[src/rtl/kdc_pkg.sv]
package kdc_pkg;

    localparam int unsigned CNT_W = 32;
    localparam logic [CNT_W-1:0] UNLOCK_KEY = 32'h55CC_AA33;

    typedef logic [CNT_W-1:0] cnt_t;

    typedef struct packed {
        logic load;
        cnt_t value;
    } cnt_load_t;

    typedef enum logic {
        KEY_LOCKED = 1'b0,
        KEY_OPEN   = 1'b1
    } key_state_e;

    // true when the top bit goes low to high between two count values
    function automatic logic msb_rise(cnt_t prev, cnt_t next);
        return !prev[CNT_W-1] && next[CNT_W-1];
    endfunction

endpackage

[src/rtl/kdc_key_guard.sv]
module kdc_key_guard
    import kdc_pkg::*;
#(
    parameter bit SYSRST_RELOCK = 1'b1
) (
    input  logic clk,
    input  logic por,
    input  logic sys_rst,
    input  logic key_wr,
    input  cnt_t key_data,
    input  logic cnt_wr,
    output logic unlocked,
    output logic load_ok,
    output logic wr_err
);

    key_state_e state;
    logic       relock;

    generate
        if (SYSRST_RELOCK) begin : g_relock_both
            assign relock = por || sys_rst;
        end else begin : g_relock_por
            assign relock = por;
        end
    endgenerate

    always_ff @(posedge clk) begin
        if (relock)
            state <= KEY_LOCKED;
        else if (key_wr)
            state <= (key_data == UNLOCK_KEY) ? KEY_OPEN : KEY_LOCKED;
    end

    always_ff @(posedge clk) begin
        if (por || sys_rst)
            wr_err <= 1'b0;
        else if (cnt_wr && state == KEY_LOCKED)
            wr_err <= 1'b1;
    end

    assign unlocked = (state == KEY_OPEN);
    assign load_ok  = cnt_wr && unlocked;

endmodule

[src/rtl/kdc_counter.sv]
module kdc_counter
    import kdc_pkg::*;
#(
    parameter cnt_t RESET_VAL = '1
) (
    input  logic      clk,
    input  logic      por,
    input  logic      tick,
    input  logic      run,
    input  cnt_load_t ld,
    output cnt_t      count,
    output logic      wrap
);

    cnt_t nxt;
    logic dec;

    always_comb begin
        dec = tick && run;
        nxt = count;
        if (ld.load)
            nxt = ld.value;
        else if (dec)
            nxt = count - cnt_t'(1);
    end

    assign wrap = !ld.load && dec && msb_rise(count, nxt);

    always_ff @(posedge clk) begin
        if (por)
            count <= RESET_VAL;
        else
            count <= nxt;
    end

endmodule

[src/rtl/kdc_irq_latch.sv]
module kdc_irq_latch (
    input  logic clk,
    input  logic por,
    input  logic set,
    input  logic clr,
    input  logic en,
    output logic flag,
    output logic irq
);

    always_ff @(posedge clk) begin
        if (por)
            flag <= 1'b0;
        else if (set)
            flag <= 1'b1;
        else if (clr)
            flag <= 1'b0;
    end

    assign irq = flag && en;

endmodule

[src/rtl/keyed_dec_timer.sv]
module keyed_dec_timer
    import kdc_pkg::*;
#(
    parameter cnt_t RESET_VAL     = '1,
    parameter bit   SYSRST_RELOCK = 1'b1
) (
    input  logic             clk,
    input  logic             por,
    input  logic             sys_rst,
    input  logic             tick,
    input  logic             cnt_en,
    input  logic             irq_en,
    input  logic             key_wr,
    input  logic [CNT_W-1:0] key_data,
    input  logic             cnt_wr,
    input  logic [CNT_W-1:0] cnt_wdata,
    input  logic             flag_clr,
    output logic [CNT_W-1:0] cnt_rdata,
    output logic             flag,
    output logic             irq,
    output logic             wr_err
);

    logic      unlocked;
    logic      load_ok;
    logic      wrap;
    cnt_load_t ld;
    cnt_t      count;

    kdc_key_guard #(
        .SYSRST_RELOCK(SYSRST_RELOCK)
    ) key_i (
        .clk     (clk),
        .por     (por),
        .sys_rst (sys_rst),
        .key_wr  (key_wr),
        .key_data(key_data),
        .cnt_wr  (cnt_wr),
        .unlocked(unlocked),
        .load_ok (load_ok),
        .wr_err  (wr_err)
    );

    assign ld.load  = load_ok;
    assign ld.value = cnt_wdata;

    kdc_counter #(
        .RESET_VAL(RESET_VAL)
    ) cnt_i (
        .clk  (clk),
        .por  (por),
        .tick (tick),
        .run  (cnt_en),
        .ld   (ld),
        .count(count),
        .wrap (wrap)
    );

    kdc_irq_latch irq_i (
        .clk (clk),
        .por (por),
        .set (wrap),
        .clr (flag_clr),
        .en  (irq_en),
        .flag(flag),
        .irq (irq)
    );

    assign cnt_rdata = count;

endmodule

[config.mk]
export PLATFORM = sky130hd
export DESIGN_NAME = keyed_dec_timer
export DESIGN_NICKNAME = d
export VERILOG_FILES = /design/src/rtl/kdc_pkg.sv /design/src/rtl/kdc_key_guard.sv /design/src/rtl/kdc_counter.sv /design/src/rtl/kdc_irq_latch.sv /design/src/rtl/keyed_dec_timer.sv
export SDC_FILE = /design/constraint.sdc
export NUM_CORES = 1
export LEC_CHECK = 0
export CAP_MARGIN = 25
export CORE_MARGIN = 4
export CORE_UTILIZATION = 43
export DETAILED_ROUTE_END_ITERATION = 12
export PLACE_DENSITY = 0.86
export SLEW_MARGIN = 20
export SYNTH_ARGS = -nofsm -noshare
export SYNTH_HDL_FRONTEND = slang
export SYNTH_SLANG_ARGS = --single-unit
[constraint.sdc]
create_clock -name clk -period 4.2 [get_ports clk]
set_clock_uncertainty 0.15 [all_clocks]
set_input_delay 0.84 -clock clk [delete_from_list [all_inputs] [get_ports clk]]
set_output_delay 0.84 -clock clk [all_outputs]
set_load 0.01 [all_outputs]
==> metrics.md <==
| Metric | Value |
|---|---|
| Diode count | `0` |
| Fill cell count | `372` |
| WS Path Type | `input port to output port` |
| Fmax | `0.3417 GHz` |
| Min-Delay Path Class | `register to register` |
| Synth cell types | `51` |
| Period utilisation layout | `69.68%` |
| Sw frac | `21.47%` |
| Vias per cell | `5.819` |
| Final setup violation count | `0` |
| PostCTS Resize Cnt | `0` |
| Net Count, Synth | `326` |
| Max-slew violation count | `0` |
| Detailed-route via count | `2380` |
| Post-CTS Setup Bufs | `0` |
| RSZ-0062 raised after global routing | `false` |
| Initial DRC count | `155` |
| Actual slew at the worst max-slew pin | `851.2 ps` |
| Status | `finished, final reports clean` |
| Setup TNS Final | `0 ps` |
| GRT overflow | `0` |
| Post-synth EDFFs | `0` |
| Clock-pin slew on the worst setup and hold paths | `70 ps` |
| Max FO, Critical Path | `1` |
| H-tree Lvls | `2` |
| CP endpoint kind | `output port` |
| First-pass GRT wire length | `10690 microns` |
| Core area | `0.004504 sq mm` |
| CP arrival | `1940 ps` |
| Port bufs | `107` |
| Wire length per cell | `16.52 microns` |
| VDD IR max | `0.1852 mV` |
| Leakage | `0.001160 uW` |
| Synthesis-to-layout area growth | `56.87%` |
| Vias in the first global route | `2281` |
| Mapped Cells | `252` |
| Comb power frac | `14.8%` |
| Site row count | `24` |
| Worst-Skew Late Latency | `280 ps` |
| Fin crit period | `2927 ps` |
| Area of the multi-input gates | `0.001274 sq mm` |
| Die Width | `77.36 microns` |
| Synth async-reset ratio | `0%` |
| Initial antenna violation count | `0` |
| Initial Util | `45.92%` |
| Final Hold Viols | `0` |
| Num CTS Buffers | `5` |
| Max cap viols | `0` |
| Int Pwr | `559.7 uW` |
| Mean Syn Cell Area | `8.207 sq um` |
| FF/Latch Area | `700.7 sq um` |
| Drt first pass iters | `5` |
| Pin count of the biggest net entering global routing | `24` |
| Clk buf depth | `2` |
| Cts hold-fix bufs | `0` |
| TritonCTS clock tree | `built` |
| Pwr Density | `219.7 mW/mm^2` |
| Commonest cells after routing, fill and taps aside | `clkdlybuf4s50_1 (107), nor2_1 (37), dfxtp_1 (35)` |
| Ys Warns | `0` |
| Worst Setup Start Kind | `input port` |
| Clk pwr share | `37.6%` |
| IO Pins | `108` |
| Post-synthesis sequential area ratio | `33.88%` |
| Layout cells sized above 1 | `4.482%` |
| Seq pwr share | `47.6%` |
| Commonest non-fill, non-tap cell in the layout | `clkdlybuf4s50_1` |
| Dpl hpwl | `5324 microns` |
| Final #Nets | `430` |
| Global-route usage over all layers | `21.84%` |
| Post-Syn Area | `0.002068 sq mm` |
| Chip height | `77.36 microns` |
| Routability cong. | `0.8115` |
| Psw | `153.0 uW` |
| DRC viols | `0` |
| Clock Sinks | `35` |
| Final ANT Viol Nets | `0` |
| Max_slew headroom | `43.04%` |
| Yosys reg bits | `35` |
| Ys flop type | `dfxtp_1` |
| Routed wire length | `6758 microns` |
| Req. time, crit path | `3210 ps` |
| PnR Total Power | `712.7 uW` |
| Die area | `0.005984 sq mm` |
| Clock root buffer master | `clkbuf_8` |
[through the flow]
stage	cell area (sq um)	hold WS [ps]	setup slack (ps)	cells	utilization, %
6_report	3244	387.4	1273	409	72.03
3_5_place_dp	3144	377.2	1094	401	69.81
4_1_cts	3244	390.3	1268	409	72.03
2_1_floorplan	2068	373.6	1783	252	-
3_3_place_gp	3144	347.3	1164	401	69.81
5_1_grt	3244	408.7	1184	409	72.03
[routing by layer]
layer,part of all wire [%],global-route usage (%),up-vias
met5,0,0,-
met4,1.1,5.694,0
met3,7.3,5.556,8
met2,50,35.84,97
met1,42,28.66,1131
li1,-,-,1144
[worst max-delay path, stage by stage]
cell and delay, ps:
clkdlybuf4s50_1 440, and2_1 110, clkdlybuf4s50_1 540
[cell type report]
| cell class | instances | share of cell area [%] |
|---|---|---|
| tap | 52 | 2.005 |
| clock buffer | 8 | 3.085 |
| multi-input combinational | 200 | 39.26 |
| inverter | 5 | 0.5785 |
| sequential | 35 | 21.60 |
| timing repair buffer | 109 | 33.47 |
[power groups by stage]
stage | sequential, uW | clock, uW | combinational, uW
after floorplan | 348 | 0 | 24.2
after global placement | 347 | 0 | 103
after detailed placement | 347 | 0 | 105
after CTS | 339 | 271 | 105
after global routing | 340 | 285 | 112
final | 339 | 268 | 105
[registers in the layout, summed over array words and instances, names as in the netlist]
name            count
key_i.unlocked      1
irq_i.flag          1
cnt_i.count        32
key_i.wr_err        1
[synthesized netlist by cell type (2+ instances only)]
| master | n | area, sq um |
|---|---|---|
| nor2_1 | 37 | 138.9 |
| dfxtp_1 | 35 | 700.7 |
| nor3_1 | 20 | 100.1 |
| nand2_1 | 17 | 63.81 |
| xnor2_1 | 11 | 96.34 |
| a21oi_1 | 9 | 45.04 |
| nor4_1 | 9 | 56.30 |
| clkbuf_1 | 7 | 26.28 |
| xor2_1 | 7 | 61.31 |
| nand4_1 | 6 | 37.54 |
| or3_1 | 6 | 37.54 |
| and3_1 | 5 | 31.28 |
| nand3_1 | 5 | 25.02 |
| o21ai_0 | 5 | 25.02 |
| a211oi_1 | 4 | 30.03 |
| and2_1 | 4 | 25.02 |
| inv_1 | 4 | 15.01 |
| mux2i_1 | 4 | 40.04 |
| o211ai_1 | 4 | 30.03 |
| or4_1 | 4 | 30.03 |
| and4_1 | 3 | 26.28 |
| nand4b_1 | 3 | 26.28 |
| nor3b_1 | 3 | 22.52 |
| nor4bb_1 | 3 | 30.03 |
| a2111oi_0 | 2 | 17.52 |
| a211o_1 | 2 | 17.52 |
| a311oi_1 | 2 | 17.52 |
| a31oi_1 | 2 | 12.51 |
| buf_2 | 2 | 10.01 |
| clkbuf_8 | 2 | 27.53 |
| nand3b_1 | 2 | 15.01 |
| nand4bb_1 | 2 | 22.52 |
| o31a_1 | 2 | 17.52 |
| or2_2 | 2 | 12.51 |
[kinds of logic after synthesis]
| logic type | count (synthesis) | synth area share (%) |
|---|---|---|
| buffers and inverters | 17 | 4.537 |
| AOI/OAI and AO/OA | 39 | 13.25 |
| and+or+nand+nor | 138 | 38.17 |
| muxes | 4 | 1.936 |
| DFF | 35 | 33.88 |
| xor gates and xnor gates | 18 | 7.622 |
| adders and majority gates | 1 | 0.6049 |
[final timing paths]
kind                       start         endpoint  slack (ps)  depth (start not counted)
setup / recovery          irq_en              irq        1270                          3
hold / removal      key_i.wr_err     key_i.wr_err         390                          2
setup reg to reg  cnt_i.count[2]  cnt_i.count[20]        1700                          5
hold reg to reg     key_i.wr_err     key_i.wr_err         390                          2
No activity file was read; power rests on OpenSTA's default activity.
